### src/rtl/rtc_pkg.sv
package rtc_pkg;
  localparam int NUM_EV  = 7;
  localparam int EV_SEC  = 0;
  localparam int EV_MIN  = 1;
  localparam int EV_HOUR = 2;
  localparam int EV_DAY  = 3;
  localparam int EV_AL1  = 4;
  localparam int EV_AL2  = 5;
  localparam int EV_SW   = 6;

  localparam int TOD_W   = 17;
  localparam int DAY_LSB = 17;

  localparam logic [2:0] A_TIME = 3'd0;
  localparam logic [2:0] A_AL1  = 3'd1;
  localparam logic [2:0] A_AL2  = 3'd2;
  localparam logic [2:0] A_SW   = 3'd3;
  localparam logic [2:0] A_IEN  = 3'd4;
  localparam logic [2:0] A_STAT = 3'd5;

  typedef struct packed {
    logic [4:0] hour;
    logic [5:0] min;
    logic [5:0] sec;
  } tod_t;

  function automatic tod_t tod_sanitize(input tod_t t);
    tod_t r;
    r.sec  = (t.sec  > 6'd59) ? 6'd0 : t.sec;
    r.min  = (t.min  > 6'd59) ? 6'd0 : t.min;
    r.hour = (t.hour > 5'd23) ? 5'd0 : t.hour;
    return r;
  endfunction
endpackage

### src/rtl/rtc_prescaler.sv
module rtc_prescaler #(
  parameter int DIV = 32768
) (
  input  logic clk,
  input  logic rst_n,
  input  logic restart_i,
  output logic tick_o
);
  localparam int CW = (DIV > 1) ? $clog2(DIV) : 1;
  localparam logic [CW-1:0] LAST = CW'(DIV - 1);

  logic [CW-1:0] cnt_q, cnt_d;

  always_comb begin
    if (restart_i)          cnt_d = '0;
    else if (cnt_q == LAST) cnt_d = '0;
    else                    cnt_d = cnt_q + CW'(1);
  end

  assign tick_o = (cnt_q == LAST) && !restart_i;

  always_ff @(posedge clk or negedge rst_n) begin
    if (!rst_n) cnt_q <= '0;
    else        cnt_q <= cnt_d;
  end


  tick_spacing_chk: assert property (@(posedge clk) disable iff (!rst_n)
    tick_o |=> !tick_o);
endmodule

### src/rtl/rtc_time_counter.sv
module rtc_time_counter
  import rtc_pkg::*;
#(
  parameter int DAY_W = 15
) (
  input  logic             clk,
  input  logic             rst_n,
  input  logic             tick_i,
  input  logic             load_i,
  input  tod_t             load_tod_i,
  input  logic [DAY_W-1:0] load_day_i,
  output tod_t             tod_o,
  output logic [DAY_W-1:0] day_o,
  output tod_t             nxt_tod_o,
  output logic [DAY_W-1:0] nxt_day_o,
  output logic [3:0]       roll_o
);
  tod_t             tod_q, tod_d, ptod_q, ptod_d;
  logic [DAY_W-1:0] day_q, day_d, pday_q, pday_d;
  logic             pend_q, pend_d;
  tod_t             inc_tod;
  logic [DAY_W-1:0] inc_day;
  logic [3:0]       roll;

  always_comb begin
    inc_tod = tod_q;
    inc_day = day_q;
    roll    = 4'b0001;
    if (tod_q.sec >= 6'd59) begin
      inc_tod.sec = '0;
      roll[1]     = 1'b1;
      if (tod_q.min >= 6'd59) begin
        inc_tod.min = '0;
        roll[2]     = 1'b1;
        if (tod_q.hour >= 5'd23) begin
          inc_tod.hour = '0;
          roll[3]      = 1'b1;
          inc_day      = day_q + DAY_W'(1);
        end else begin
          inc_tod.hour = tod_q.hour + 5'd1;
        end
      end else begin
        inc_tod.min = tod_q.min + 6'd1;
      end
    end else begin
      inc_tod.sec = tod_q.sec + 6'd1;
    end
  end

  assign nxt_tod_o = pend_q ? tod_sanitize(ptod_q) : inc_tod;
  assign nxt_day_o = pend_q ? pday_q : inc_day;
  assign roll_o    = (tick_i && !pend_q) ? roll : 4'b0000;

  always_comb begin
    tod_d  = tod_q;
    day_d  = day_q;
    pend_d = pend_q;
    ptod_d = ptod_q;
    pday_d = pday_q;
    if (load_i) begin
      pend_d = 1'b1;
      ptod_d = load_tod_i;
      pday_d = load_day_i;
    end else if (tick_i) begin
      pend_d = 1'b0;
      tod_d  = nxt_tod_o;
      day_d  = nxt_day_o;
    end
  end

  always_ff @(posedge clk or negedge rst_n) begin
    if (!rst_n) begin
      tod_q  <= '0;
      day_q  <= '0;
      pend_q <= 1'b0;
      ptod_q <= '0;
      pday_q <= '0;
    end else begin
      tod_q  <= tod_d;
      day_q  <= day_d;
      pend_q <= pend_d;
      ptod_q <= ptod_d;
      pday_q <= pday_d;
    end
  end

  assign tod_o = tod_q;
  assign day_o = day_q;


  tod_range_chk: assert property (@(posedge clk) disable iff (!rst_n)
    (tod_q.sec < 6'd60) && (tod_q.min < 6'd60) && (tod_q.hour < 5'd24));

  hold_between_ticks_chk: assert property (@(posedge clk) disable iff (!rst_n)
    !tick_i |=> ($stable(tod_q) && $stable(day_q)));

  minute_roll_chk: assert property (@(posedge clk) disable iff (!rst_n)
    roll_o[1] |=> (tod_q.sec == 6'd0));
endmodule

### src/rtl/rtc_stopwatch.sv
module rtc_stopwatch #(
  parameter int SW_W = 16
) (
  input  logic            clk,
  input  logic            rst_n,
  input  logic            tick_i,
  input  logic            load_i,
  input  logic [SW_W-1:0] load_val_i,
  output logic [SW_W-1:0] cnt_o,
  output logic            underflow_o
);
  logic [SW_W-1:0] cnt_q, cnt_d;
  logic            armed_q, armed_d;

  assign underflow_o = tick_i && armed_q && (cnt_q == '0) && !load_i;

  always_comb begin
    cnt_d   = cnt_q;
    armed_d = armed_q;
    if (load_i) begin
      cnt_d   = load_val_i;
      armed_d = 1'b1;
    end else if (tick_i && armed_q) begin
      if (cnt_q == '0) armed_d = 1'b0;
      else             cnt_d   = cnt_q - SW_W'(1);
    end
  end

  always_ff @(posedge clk or negedge rst_n) begin
    if (!rst_n) begin
      cnt_q   <= '0;
      armed_q <= 1'b0;
    end else begin
      cnt_q   <= cnt_d;
      armed_q <= armed_d;
    end
  end

  assign cnt_o = cnt_q;


  countdown_step_chk: assert property (@(posedge clk) disable iff (!rst_n)
    (tick_i && armed_q && (cnt_q != '0) && !load_i) |=> (cnt_q == $past(cnt_q) - SW_W'(1)));
endmodule

### src/rtl/rtc_events.sv
module rtc_events
  import rtc_pkg::*;
(
  input  logic              clk,
  input  logic              rst_n,
  input  logic [NUM_EV-1:0] evt_i,
  input  logic [NUM_EV-1:0] ien_i,
  input  logic              clr_i,
  input  logic [NUM_EV-1:0] clr_mask_i,
  output logic [NUM_EV-1:0] status_o,
  output logic              irq_o,
  output logic              wakeup_o
);
  logic [NUM_EV-1:0] status_q, status_d;
  logic              wake_q, wake_d;

  always_comb begin
    status_d = status_q;
    if (clr_i) status_d = status_d & ~clr_mask_i;
    status_d = status_d | evt_i;
    wake_d   = |(evt_i & ien_i);
  end

  always_ff @(posedge clk or negedge rst_n) begin
    if (!rst_n) begin
      status_q <= '0;
      wake_q   <= 1'b0;
    end else begin
      status_q <= status_d;
      wake_q   <= wake_d;
    end
  end

  assign status_o = status_q;
  assign irq_o    = |(status_q & ien_i);
  assign wakeup_o = wake_q;


  event_sticks_chk: assert property (@(posedge clk) disable iff (!rst_n)
    (|evt_i) |=> (|status_q));

  wake_pulse_chk: assert property (@(posedge clk) disable iff (!rst_n)
    wake_q |=> !wake_q);
endmodule

### src/rtl/rtc_timekeeper.sv
module rtc_timekeeper
  import rtc_pkg::*;
#(
  parameter int DIV   = 32768,
  parameter int DAY_W = 15,
  parameter int SW_W  = 16
) (
  input  logic        clk,
  input  logic        rst_n,
  input  logic        wr_en,
  input  logic [2:0]  wr_addr,
  input  logic [31:0] wr_data,
  input  logic [2:0]  rd_addr,
  output logic [31:0] rd_data,
  output logic        irq,
  output logic        wakeup
);
  logic             time_wr, sw_wr, stat_wr;
  logic             tick;
  tod_t             tod, nxt_tod, wr_tod;
  logic [DAY_W-1:0] day, nxt_day, wr_day;
  logic [3:0]       roll;
  logic [SW_W-1:0]  sw_cnt;
  logic             sw_uf;
  logic [NUM_EV-1:0] evt, status;

  tod_t              al1_q, al1_d, al2_tod_q, al2_tod_d;
  logic [DAY_W-1:0]  al2_day_q, al2_day_d;
  logic [NUM_EV-1:0] ien_q, ien_d;

  assign time_wr = wr_en && (wr_addr == A_TIME);
  assign sw_wr   = wr_en && (wr_addr == A_SW);
  assign stat_wr = wr_en && (wr_addr == A_STAT);
  assign wr_tod  = tod_t'(wr_data[TOD_W-1:0]);
  assign wr_day  = wr_data[DAY_LSB +: DAY_W];

  rtc_prescaler #(.DIV(DIV)) u_presc (
    .clk(clk), .rst_n(rst_n), .restart_i(time_wr), .tick_o(tick)
  );

  rtc_time_counter #(.DAY_W(DAY_W)) u_time (
    .clk(clk), .rst_n(rst_n), .tick_i(tick), .load_i(time_wr),
    .load_tod_i(wr_tod), .load_day_i(wr_day),
    .tod_o(tod), .day_o(day), .nxt_tod_o(nxt_tod), .nxt_day_o(nxt_day),
    .roll_o(roll)
  );

  rtc_stopwatch #(.SW_W(SW_W)) u_sw (
    .clk(clk), .rst_n(rst_n), .tick_i(tick), .load_i(sw_wr),
    .load_val_i(wr_data[SW_W-1:0]), .cnt_o(sw_cnt), .underflow_o(sw_uf)
  );

  always_comb begin
    evt          = '0;
    evt[EV_DAY:EV_SEC] = roll;
    evt[EV_AL1]  = tick && (nxt_tod == al1_q);
    evt[EV_AL2]  = tick && (nxt_tod == al2_tod_q) && (nxt_day == al2_day_q);
    evt[EV_SW]   = sw_uf;
  end

  rtc_events u_evt (
    .clk(clk), .rst_n(rst_n), .evt_i(evt), .ien_i(ien_q),
    .clr_i(stat_wr), .clr_mask_i(wr_data[NUM_EV-1:0]),
    .status_o(status), .irq_o(irq), .wakeup_o(wakeup)
  );

  always_comb begin
    al1_d     = al1_q;
    al2_tod_d = al2_tod_q;
    al2_day_d = al2_day_q;
    ien_d     = ien_q;
    if (wr_en) begin
      case (wr_addr)
        A_AL1:   al1_d = tod_sanitize(wr_tod);
        A_AL2: begin
          al2_tod_d = tod_sanitize(wr_tod);
          al2_day_d = wr_day;
        end
        A_IEN:   ien_d = wr_data[NUM_EV-1:0];
        default: ;
      endcase
    end
  end

  always_ff @(posedge clk or negedge rst_n) begin
    if (!rst_n) begin
      al1_q     <= '0;
      al2_tod_q <= '0;
      al2_day_q <= '0;
      ien_q     <= '0;
    end else begin
      al1_q     <= al1_d;
      al2_tod_q <= al2_tod_d;
      al2_day_q <= al2_day_d;
      ien_q     <= ien_d;
    end
  end

  always_comb begin
    rd_data = '0;
    case (rd_addr)
      A_TIME: begin
        rd_data[TOD_W-1:0]         = tod;
        rd_data[DAY_LSB +: DAY_W]  = day;
      end
      A_AL1:  rd_data[TOD_W-1:0] = al1_q;
      A_AL2: begin
        rd_data[TOD_W-1:0]         = al2_tod_q;
        rd_data[DAY_LSB +: DAY_W]  = al2_day_q;
      end
      A_SW:   rd_data[SW_W-1:0]   = sw_cnt;
      A_IEN:  rd_data[NUM_EV-1:0] = ien_q;
      A_STAT: rd_data[NUM_EV-1:0] = status;
      default: ;
    endcase
  end


  irq_masked_chk: assert property (@(posedge clk) disable iff (!rst_n)
    (status == '0) |-> !irq);
endmodule

### config.mk
export PLATFORM = sky130hd
export DESIGN_NAME = rtc_timekeeper
export DESIGN_NICKNAME = d
export VERILOG_FILES = /design/src/rtl/rtc_pkg.sv /design/src/rtl/rtc_prescaler.sv /design/src/rtl/rtc_time_counter.sv /design/src/rtl/rtc_stopwatch.sv /design/src/rtl/rtc_events.sv /design/src/rtl/rtc_timekeeper.sv
export SDC_FILE = /design/constraint.sdc
export NUM_CORES = 1
export LEC_CHECK = 0
export ABC_AREA = 1
export BUFFER_PORTS_ARGS = -buffer_cell sky130_fd_sc_hd__buf_4
export CORE_UTILIZATION = 25
export DETAILED_ROUTE_END_ITERATION = 10
export GPL_ROUTABILITY_DRIVEN = 0
export PLACE_DENSITY = 0.4
export SETUP_SLACK_MARGIN = 0.02
export SLEW_MARGIN = 10
export SYNTH_ARGS = -nofsm -noshare
export SYNTH_HDL_FRONTEND = slang
export SYNTH_SLANG_ARGS = --single-unit
### constraint.sdc
create_clock -name clk -period 2.6 [get_ports clk]
set_input_delay 0.65 -clock clk [delete_from_list [all_inputs] [get_ports clk]]
set_output_delay 0.65 -clock clk [all_outputs]
set_load 0.05 [all_outputs]
; ---- Word-level counts from Yosys, hierarchy flattened
; Index checks and enable logic that the tools add are counted.
[totals]
ram_bits = 0
regBits = 161
rom_bits = 0
inputBits = 41
mem_count = 0
latchBits = 0
output_inout_bits = 34
[op_classes]
n_shift = 0
mul = 0
reduce_logical = 28
add_sub_neg = 6
bitwise = 6
div = 0
n_mux = 35
magnitude_cmp = 9
n_eq_ne = 15
[ops]
columns = op, count
row1 = 15-bit two-way mux, 6
row2 = 16-bit two-way mux, 3
row3 = 7-bit case mux with 6 select lines, 1
row4 = 6-bit two-way mux, 6
row5 = 9-bit case mux with 4 select lines, 1
row6 = 17-bit equality test, 2
row7 = 15-bit by 1-bit adder with 15-bit output (second input constant), 2
row8 = 15-bit case mux with 2 select lines, 1
row9 = 6-bit > comparator (second input constant), 4
row10 = 7-bit bitwise AND, 3
row11 = 5-bit two-way mux, 4
row12 = 17-bit two-way mux, 1
row13 = 16-bit zero test, 1
row14 = 16-bit by 1-bit subtractor with 16-bit output (second input constant), 1
row15 = 15-bit equality test, 1
row16 = 15-bit equality test (second input constant), 1
row17 = 7-bit OR reduction, 2
row18 = 6-bit by 1-bit adder with 6-bit output (second input constant), 2
row19 = 3-bit by 2-bit equality test with 1-bit output (second input constant), 4
row20 = 3-bit equality test (second input constant), 4
row21 = 6-bit greater-or-equal comparator (second input constant), 2
row22 = 2-bit AND reduction, 6
row23 = 1-bit logical AND, 11
row24 = 11-bit two-way mux, 1
row25 = other kinds (17), 29

; ---- Depth between registers and ports, before layout
; Gate-level depths: netlist of run 1.
[logic_depth]
ltp_word = 10
mapped_depth = 19

; ---- Hierarchy
; A second synthesis of run 1 with hierarchy kept.
[unflattened]
hier_cells = 1428
area_unflattened_um2 = 9979.6
[by_module_without_submodules]
columns = module, instances, seq_area_each_um2, area_per_inst_um2, cells_each
row1 = rtc_timekeeper, 1, 1401.3, 3789.9, 550
row2 = rtc_time_counter, 1, 1626.6, 3703.6, 511
row3 = rtc_stopwatch, 1, 425.4, 1288.7, 209
row4 = rtc_prescaler, 1, 375.4, 813.3, 108
row5 = rtc_events, 1, 200.2, 384.1, 50

; ---- Worst setup path before layout of run 1
; OpenSTA, ideal clock, no wires.
[synth_timing]
path_type = input to output
start = input rd_addr[2]
end = output rd_data[17]
cell_stages = 6
path_slack_ps = -440
path_buffers = 3
arrival_time_ps = 2390
cell_sequence = clkbuf_1 > nor3_1 > inv_1 > clkbuf_1 > buf_1 > o22ai_1
[synth_between]
elab_chain_len = 2
elab_cells_between_ends = 3
classes_between = eq/ne (1) / mux (1) / reduce/logical (1)
[synth_lines]
columns = element, line
row1 = start: declaration, rtc_timekeeper.sv:13  ; input logic [2:0] rd_addr,
row2 = 3-bit by 2-bit equality test with 1-bit output or 3-bit zero test (tied branches), rtc_timekeeper.sv:101  ; case (rd_addr)
row3 = 15-bit case mux with 2 select lines *, rtc_timekeeper.sv:101
row4 = end: declaration, rtc_timekeeper.sv:14  ; output logic [31:0] rd_data,
; Every way passes the cells marked *; elsewhere a longest branch is shown, timed or not.

; ---- Worst setup path in the final report of run 1
[layout_timing]
start = input rd_addr[2]
end = output rd_data[8]
[layout_between]
elab_chain_len = 2
elab_cells_between_ends = 5
classes_between = eq/ne (3) / mux (1) / reduce/logical (1)
[layout_lines]
columns = element, line
row1 = 3-bit by 2-bit equality test with 1-bit output (tied with other cells), rtc_timekeeper.sv:101
row2 = 9-bit case mux with 4 select lines *, rtc_timekeeper.sv:101
; Marks and branches as above.

==> impl_results.md, run 1 <==
* Synth Flop Type: dfrtp_1
* R2r setup slk at 0.19 ns
* Routed wl met2 at 16900 microns
* Crit Path Class: input pin to output pin
* IO Pins at 75
* Number of vias per cell at 4.65
* Final Max Slew Viols at 0
* Fillers at 4043
* YS warnings at 0
* R2R Path End: u_evt.wakeup_o
* Post-layout util at 0.333
* Core Box Area at 37600 sq um
* Largest net degree at the start of global routing at 65
* Nature of the critical path endpoint: output pin
* Cell family with the largest share of critical-path delay: buffers and inverters
* RSZ-0062 raised after global routing: yes
* Clk pin slew, worst setup/hold paths at 0.07 ns
* Synth Cell Area at 9540 sq um
* Total vias in the final route at 9428
* Worst skew pair latency at 0.45 ns
* Post-synth ARST share at 1.00
* Area after DPL at 11700 sq um
* Cell accounting for the most synthesized area: dfrtp_1
* Area grow syn2layout at 31.3%
* Fin area at 12500 sq um
* Critical path cell sequence: buf_4 -> inv_2 -> nand3_4 -> buf_6 -> o22ai_1 -> a221o_1 -> buf_4
* Post-synth EDFFs at 0
* Synth top area share at 0.422
* VDD IR max at 0.000406 V
* Sequential-to-total area share from yosys stat at 0.422
* Least-Margin Pin Slew at 0.571 ns
* Sw Ratio at 0.366
* Post-route ant nets at 0
* Tcrit/Tclk final at 0.970
* Top cells by count, synth: nand2_1 (419), dfrtp_1 (161), o21ai_0 (158), inv_1 (156), nand3_1 (123)
* Total wire length at 36000 microns
* Top sig layer: met4
* CP startpoint kind: input pin
* M1 WL at 17500 microns
* Worst r2r src: u_time.tod_o[0]
* R2r worst-path depth at 16
* CTS Buffer Depth at 2
* Max cap viols at 0
* Mean post-synth cell area at 7.05 sq um
* Total track usage at 0.191
* Drt drc at 0
* Iteration-0 DRC count of the detailed router at 592
* Slowest CP cell: a221o_1
* Max-slew headroom at 0.616
* CP startpoint: rd_addr[2]
* Synth cell types at 46
* Overall die height at 197 microns
* Outcome: completed
* Leakage at 5.87 nW
* Core Rows at 71
* CTS tree: done
* Max Clock Skew at 0.0138 ns
* Tmin final at 2.52 ns
* Htree depth at 4
* Root buffer cell: clkbuf_16
* Clock power frac at 0.320
* PwrDens at 670 nW/um^2
* Gate power share at 0.295
* Reg power frac at 0.386
* Critical Path AT at 1.87 ns
* CP most frequent cell: buf_4
* Clock Sinks at 161
* Vias in the first global route at 9265
* Net count, final at 1551
* Antenna fix cells at 0
* Post-Syn Instances at 1353
* Die Width at 197 microns
* Synth area leaders: dfrtp_1 (42%), nand2_1 (16%), o21ai_0 (8.3%)
* Gr ovfl total at 0
* Worst Hold Class: input pin to async pin
* Hold-fix buffers, CTS at 0
* Count leader, synth: nand2_1
* First-pass GRT wire length at 55900 microns
* Cell-internal power at 5.32 mW
* Crit-path max cell delay at 0.30 ns
* Post-DP HPWL at 27200 microns
* Yosys reg bits at 161
* Total die area at 38900 sq um
* CP bufs+invs at 4
* Wire length on met3 at 1410 microns
* Final-report setup violation count at 0
* Initial Util at 0.254
* Syn Nets at 1400
* Drt pass-1 iters at 5
* Layout cells sized above 1 at 0.205
* NetSw at 3.07 mW
* Port bufs at 74
* Mean routed wirelength per cell at 17.8 microns
* Max frequency at 0.396 GHz
* Final hold violation count at 0
* TritonCTS buffer count at 17
* CP required at 1.95 ns
* Initial antenna violation count at 0
* Crit-path max FO at 9
-- cells by family after synthesis --
kind of cell / share of synthesized area
buffers and inverters: 0.0868
XOR/XNOR: 0.0129
multiplexers: 0.00236
adder cells (fa/ha/maj): 0.00787
flip-flops: 0.422
AND/OR/NAND/NOR: 0.317
AO/OA/AOI/OAI: 0.151
-- power groups by stage --
| stage | clock [mW] | combinational [mW] | sequential, mW |
|---|---|---|---|
| 6_report | 2.68 | 2.47 | 3.24 |
| 5_1_grt | 2.85 | 2.77 | 3.30 |
| 4_1_cts | 2.74 | 2.44 | 3.23 |
| 3_5_place_dp | 0 | 2.43 | 3.28 |
| 3_3_place_gp | 0 | 2.43 | 3.28 |
| 2_1_floorplan | 0 | 1.53 | 3.18 |
-- registers in the layout (all words and copies together), names as in the netlist, 7 cells and up --
register        count
al1_q              17
al2_tod_q          17
u_time.ptod_q      17
u_time.tod_o       17
u_sw.cnt_o         16
al2_day_q          15
u_presc.cnt_q      15
u_time.day_o       15
u_time.pday_q      15
ien_q               7
u_evt.status_o      7
-- timing repair --
item,CTS,global route
hold endpoints to repair,0,0
cloned,0,1
pin swaps,1,5
setup endpoints to repair,18,33
buffers inserted,0,3
gates resized for setup,5,48
-- stage by stage --
stage	power, mW	TNS [ns]	hold slack (ns)	instances	worst slack (ns)
floorplan	4.71	-1.26	0.354	1353	-0.241
global placement	5.71	-0.513	0.455	1992	-0.102
detailed placement	5.71	-0.759	0.463	1992	-0.140
CTS	8.41	0	0.124	2024	0.0351
global route	8.92	-0.0780	0.133	2028	-0.0579
finish	8.39	0	0.136	2028	0.0767
-- area by class of cell --
| class | instances | area, sq um | share of cell area |
|---|---|---|---|
| clock buffers | 19 | 453 | 0.0361 |
| clock inverters | 13 | 146 | 0.0117 |
| inverters | 160 | 606 | 0.0483 |
| multi-input cells | 982 | 5060 | 0.404 |
| flip-flops and latches | 161 | 4030 | 0.322 |
| well taps | 511 | 639 | 0.0510 |
| repair buffers | 182 | 1600 | 0.128 |
-- routing by layer --
layer / GRT usage / vias to the layer above
met3: 0.0309 / 17
li1: - / 4729
met1: 0.267 / 4515
met2: 0.312 / 167
met5: 0 / -
met4: 0.0359 / 0
-- worst max path at each step --
stage | endpoint | cells after the start | slack [ns]
6_report | rd_data[8] | 7 | 0.08
3_5_place_dp | rd_data[16] | 7 | -0.14
2_1_floorplan | rd_data[0] | 5 | -0.24
3_3_place_gp | rd_data[16] | 7 | -0.10
5_1_grt | u_evt.wakeup_o | 16 | -0.06
4_1_cts | u_evt.wakeup_o | 17 | 0.04
-- worst reg2reg max path: stages, from the launching register on --
cell and delay [ns]:
dfrtp_1 0.38, ha_1 0.23, nor2_2 0.17, inv_1 0.06, nand2_1 0.14, nand2_1 0.12, nand2_1 0.11, buf_4 0.12
xor2_1 0.27, nand4_1 0.17, nor2_1 0.11, nand3_1 0.13, nor2_2 0.12, nand3_1 0.07, nand2_1 0.07, inv_1 0.04
nand2_1 0.05
-- layout by cell type, fill, tap and decap left out, types with 3 or more instances in the layout --
master | synthesis | layout
a221o_1 | 9 | 9
nand3_1 | 123 | 120
xnor2_1 | 3 | 3
nand2_2 | 5 | 7
inv_6 | 0 | 5
a21oi_1 | 32 | 31
nor3_1 | 11 | 8
xor2_1 | 11 | 10
nor2_1 | 96 | 87
o211ai_1 | 3 | 3
buf_4 | 3 | 152
nor3_2 | 1 | 3
o22ai_1 | 33 | 16
nor4_1 | 6 | 5
or2_2 | 13 | 13
o22ai_2 | 0 | 8
dfrtp_1 | 161 | 161
nor2_4 | 3 | 7
clkbuf_16 | 0 | 18
o21ai_0 | 158 | 156
a221oi_2 | 0 | 3
ha_1 | 6 | 5
buf_12 | 0 | 12
inv_1 | 156 | 152
clkinv_2 | 0 | 3
o21ai_1 | 1 | 3
nand2_1 | 419 | 416
nor2_2 | 7 | 12
o22ai_4 | 0 | 9
nand4_1 | 12 | 12
buf_6 | 2 | 17
inv_2 | 2 | 6
nand3_2 | 6 | 8
Power figures use the tool's default switching activity.
==> run 2: changes to the inputs <==
--- a/config.mk
+++ b/config.mk
@@ -10,7 +10,6 @@
 export CORE_UTILIZATION = 25
 export DETAILED_ROUTE_END_ITERATION = 10
 export GPL_ROUTABILITY_DRIVEN = 0
-export PLACE_DENSITY = 0.4
 export SETUP_SLACK_MARGIN = 0.02
 export SLEW_MARGIN = 10
 export SYNTH_ARGS = -nofsm -noshare
==> impl_results.md, run 2 (same netlist as run 1, synthesis figures left out) <==
* Outcome: completed
* Tmin final at 2.57 ns
* R2r worst-path depth at 16
* NetSw at 3.05 mW
* Total vias in the final route at 9680
* Commonest cells after routing, fill and taps aside: nand2_1 (416), dfrtp_1 (161), o21ai_0 (156), inv_1 (153), buf_4 (148)
* CTS Buffer Depth at 2
* Die Width at 197 microns
* WHS at 0.116 ns
* CP most frequent cell: buf_4
* Clk pin slew, worst setup/hold paths at 0.07 ns
* Cell family with the largest share of critical-path delay: buffers and inverters
* IO Pins at 75
* Total die area at 38900 sq um
* Clock Sinks at 161
* Core Box Area at 37600 sq um
* Crit Path Class: input pin to output pin
* Hold-fix buffers, CTS at 0
* Gr ovfl total at 0
* Critical path cell sequence: buf_4 -> inv_1 -> nor3_2 -> inv_1 -> o22ai_1 -> a31oi_1 -> o2111ai_1 -> buf_4 -> buf_4
* R2R Path End: u_evt.wakeup_o
* Root buffer cell: clkbuf_16
* DP Worst Slack at -0.115 ns
* Fillers at 4004
* Least-Margin Pin Slew at 0.526 ns
* First-pass GRT wire length at 51400 microns
* Crit-path max cell delay at 0.27 ns
* Post-DP HPWL at 24500 microns
* Leakage at 5.72 nW
* R2r setup slk at 0.12 ns
* Crit-path max FO at 4
* PwrDens at 663 nW/um^2
* Final Max Slew Viols at 0
* Area occupied by multi-input gates at 4990 sq um
* CTS tree: done
* Drt drc at 0
* Overall die height at 197 microns
* Commonest non-fill, non-tap cell in the layout: nand2_1
* Drt pass-1 iters at 5
* Nature of the critical path endpoint: output pin
* M3 GR Usage at 0.0232
* Iteration-0 DRC count of the detailed router at 736
* Max frequency at 0.389 GHz
* Final-report setup violation count at 0
* Busiest grt layer: met2
* CP required at 1.95 ns
* Total wire length at 32700 microns
* VDD IR max at 0.000332 V
* Met1 Usage GRT at 0.221
* Net count, final at 1533
* Core Rows at 71
* Cell-internal power at 5.06 mW
* Final hold violation count at 0
* Worst Hold Class: input pin to async pin
* Max Clock Skew at 0.0165 ns
* Worst r2r src: u_presc.cnt_q[0]
* Critical Path AT at 1.92 ns
* Reg area at 4030 sq um
* CP startpoint kind: input pin
* Vias in the first global route at 9411
* TritonCTS buffer count at 17
* Mean routed wirelength per cell at 16.2 microns
* Post-route worst setup slack at 0.0289 ns
* Tcrit/Tclk final at 0.989
* Port bufs at 74
* RSZ-0062 raised after global routing: yes
* Gate power share at 0.285
* Slowest CP cell: nor3_2
* CP bufs+invs at 5
* Area grow syn2layout at 28.1%
* Worst skew pair latency at 0.45 ns
* Max-slew headroom at 0.648
* Met2 Use GR at 0.290
* Total track usage at 0.172
* Clock power frac at 0.315
* Initial Util at 0.254
* Placed Instances at 1967
* Final non-filler cell total at 2012
* Number of vias per cell at 4.81
* Htree depth at 4
* Reg power frac at 0.400
* Sw Ratio at 0.376
* Initial antenna violation count at 2
* Post-route ant nets at 0
* Layout cells sized above 1 at 0.186
* Largest net degree at the start of global routing at 65
* Max cap viols at 0
[run 2: changes by cell type in the layout (fill, tap and decap cells not counted), sizes merged]
cell / delta
buf: -18
inv: +4
bufinv: -2
diode: +2
clkbuf: -1
clkinvlp: -1
[run 2: worst max-delay path by stage]
stage          slack [ns]  cells past startpoint        startpoint             end
5_1_grt             -0.05                     16  u_presc.cnt_q[0]  u_evt.wakeup_o
3_3_place_gp        -0.05                      6        rd_addr[2]     rd_data[16]
4_1_cts              0.03                     17   u_time.tod_o[0]  u_evt.wakeup_o
2_1_floorplan       -0.24                      5        rd_addr[2]      rd_data[0]
3_5_place_dp        -0.12                      6        rd_addr[2]     rd_data[16]
6_report             0.03                      9        rd_addr[0]      rd_data[0]
[run 2: worst reg2reg max path, stage by stage (launching register included)]
cell and delay (ns):
dfrtp_1 0.38, ha_2 0.21, nand3_2 0.12, nor2_4 0.15, nand2_1 0.07, nor2_2 0.14
nand4_1 0.20, nor2_4 0.22, buf_12 0.18, nand4_1 0.20, nor2_1 0.14, nand3_1 0.09
nor2_2 0.11, nand3_1 0.07, nand2_1 0.06, inv_1 0.04, nand2_1 0.06
[run 2: layer usage]
metal / up-vias / share of wire
met5: - / 0
met1: 4564 / 0.44
met4: 0 / 0.028
met2: 340 / 0.48
li1: 4705 / -
met3: 71 / 0.055
[run 2: final cells by class]
type,count,area share
multi-input cells,982,0.409
flip-flops and latches,161,0.330
repair buffers,164,0.111
well taps,511,0.0523
inverters,160,0.0494
clock buffers,18,0.0359
clock inverters,14,0.0125
diodes,2,0.000410
[run 2: timing repair]
item / in CTS / in global routing
cloned: 0 / 1
setup buffers: 0 / 10
resized for setup: 4 / 28
pin swaps: 1 / 8
setup endpoints to repair: 28 / 38
[run 2: power by group through the flow]
stage | combinational (mW) | clock (mW) | sequential [mW]
floorplan | 1.53 | 0 | 3.18
global placement | 2.22 | 0 | 3.26
detailed placement | 2.26 | 0 | 3.27
CTS | 2.27 | 2.59 | 3.22
global route | 2.59 | 2.69 | 3.29
finish | 2.31 | 2.56 | 3.24
[run 2: per-stage QoR]
step	instance area (sq um)	power [mW]	setup TNS, ns	util
2_1_floorplan	9760	4.71	-1.26	-
3_3_place_gp	11400	5.48	-0.0504	0.303
3_5_place_dp	11400	5.53	-0.317	0.303
4_1_cts	12000	8.09	0	0.319
5_1_grt	12200	8.57	-0.0972	0.325
6_report	12200	8.10	0	0.325
==> run 3: changes to the inputs <==
--- a/config.mk
+++ b/config.mk
@@ -10,6 +10,7 @@
 export CORE_UTILIZATION = 25
 export DETAILED_ROUTE_END_ITERATION = 10
 export GPL_ROUTABILITY_DRIVEN = 0
+export MAX_ROUTING_LAYER = met4
 export SETUP_SLACK_MARGIN = 0.02
 export SLEW_MARGIN = 10
 export SYNTH_ARGS = -nofsm -noshare
==> impl_results.md, run 3 (same netlist as run 1, synthesis figures left out) <==
* CP most frequent cell: buf_4
* Max-slew headroom at 0.654
* Final hold violation count at 0
* Crit-path max FO at 4
* CTS Buffer Depth at 2
* Final Max Slew Viols at 0
* Worst Hold Class: input pin to async pin
* Htree depth at 4
* Hold-fix buffers, CTS at 0
* R2r worst-path depth at 16
* IO Pins at 75
* Crit-path max cell delay at 0.26 ns
* Initial Util at 0.254
* Overall die height at 197 microns
* WHS at 0.117 ns
* Final non-filler cell total at 2012
* Clk pin slew, worst setup/hold paths at 0.07 ns
* CP bufs+invs at 5
* Drt pass-1 iters at 5
* Area after DPL at 11400 sq um
* Max Clock Skew at 0.0181 ns
* Cell family with the largest share of critical-path delay: buffers and inverters
* Clock Sinks at 161
* Iteration-0 DRC count of the detailed router at 751
* PwrDens at 664 nW/um^2
* Initial antenna violation count at 2
* Net count, final at 1533
* CP startpoint kind: input pin
* Total wire length at 32700 microns
* Commonest cells after routing, fill and taps aside: nand2_1 (416), dfrtp_1 (161), o21ai_0 (156), inv_1 (153), buf_4 (150)
* Post-DP HPWL at 24500 microns
* CTS tree: done
* Largest net degree at the start of global routing at 65
* Final-report setup violation count at 0
* Die Width at 197 microns
* Critical Path AT at 1.90 ns
* Core Box Area at 37600 sq um
* Root buffer cell: clkbuf_16
* TritonCTS buffer count at 17
* Area grow syn2layout at 28.0%
* CP required at 1.95 ns
* Worst r2r src: u_presc.cnt_q[0]
* Post-route ant nets at 0
* Number of vias per cell at 4.78
* Crit Path Class: input pin to output pin
* Worst skew pair latency at 0.45 ns
* Port bufs at 74
* CP startpoint: rd_addr[0]
* Slowest CP cell: nor3_2
* Max cap viols at 0
* Placed Instances at 1967
* Fillers at 4004
* Gr ovfl total at 0
* First-pass GRT wire length at 51400 microns
* Total vias in the final route at 9614
* Least-Margin Pin Slew at 0.518 ns
* Drt drc at 0
* Critical path cell sequence: buf_4 -> inv_1 -> nor3_2 -> inv_1 -> o22ai_1 -> a31oi_1 -> o2111ai_1 -> buf_4 -> buf_4
* R2R Path End: u_evt.wakeup_o
* RSZ-0062 raised after global routing: yes
* Nature of the critical path endpoint: output pin
* Post-route worst setup slack at 0.0531 ns
* Mean routed wirelength per cell at 16.3 microns
* DP Worst Slack at -0.115 ns
* Tmin final at 2.55 ns
* Total die area at 38900 sq um
* Total design power at 8.11 mW
* Tcrit/Tclk final at 0.980
* Leakage at 5.71 nW
* Fin area at 12200 sq um
* Layout cells sized above 1 at 0.186
* Core Rows at 71
* Commonest non-fill, non-tap cell in the layout: nand2_1
* R2r setup slk at 0.14 ns
* Max frequency at 0.393 GHz
* VDD IR max at 0.000333 V
* Vias in the first global route at 9405
* Total track usage at 0.177
* Outcome: completed
[run 3: cell type report]
class | instances | area [sq um] | area share
Antenna cell | 2 | 5.00 | 0.000410
Clock buffer | 18 | 439 | 0.0360
Clock inverter | 14 | 153 | 0.0125
Inverter | 160 | 603 | 0.0494
Multi-Input combinational cell | 982 | 4990 | 0.409
Sequential cell | 161 | 4030 | 0.330
Tap cell | 511 | 639 | 0.0524
Timing Repair Buffer | 164 | 1350 | 0.111
[run 3: power by group]
| group | switching, mW | internal (mW) |
|---|---|---|
| clock network | 1.24 | 1.32 |
| logic | 1.49 | 0.813 |
| registers | 0.320 | 2.92 |
| total | 3.05 | 5.05 |
[run 3: worst max-delay path by stage]
stage / endpoint / slack, ns / cells after the start
final: rd_data[0] / 0.05 / 9
after global routing: u_evt.wakeup_o / -0.05 / 16
after CTS: u_evt.wakeup_o / 0.03 / 17
after detailed placement: rd_data[16] / -0.12 / 6
after global placement: rd_data[16] / -0.05 / 6
after floorplan: rd_data[0] / -0.24 / 5
[run 3: per-stage QoR]
stage	TNS, ns	utilization
2_1_floorplan	-1.26	-
3_3_place_gp	-0.0504	0.303
3_5_place_dp	-0.317	0.303
4_1_cts	0	0.319
5_1_grt	-0.102	0.325
6_report	0	0.325
[run 3: per-layer routing]
metal  wire length (microns)  GRT usage
met4                     725     0.0623
met3                    1750     0.0253
met5                       0          -
met1                   14500      0.222
met2                   15800      0.289
[run 3: repair_timing]
item,4_1_cts,5_1_grt
resized for setup,4,26
pin swaps,1,8
endpoints found under the setup margin,28,38
gates cloned,0,1
setup buffers,0,10
[run 3: worst reg2reg max path, cell delays in order, from the launching register on]
cell and delay (ns):
dfrtp_1 0.38, ha_2 0.21, nand3_2 0.12, nor2_4 0.15
nand2_1 0.07, nor2_2 0.13, nand4_1 0.19, nor2_4 0.22
buf_12 0.17, nand4_1 0.18, nor2_1 0.14, nand3_1 0.09
nor2_2 0.11, nand3_1 0.07, nand2_1 0.06, inv_1 0.04
nand2_1 0.06
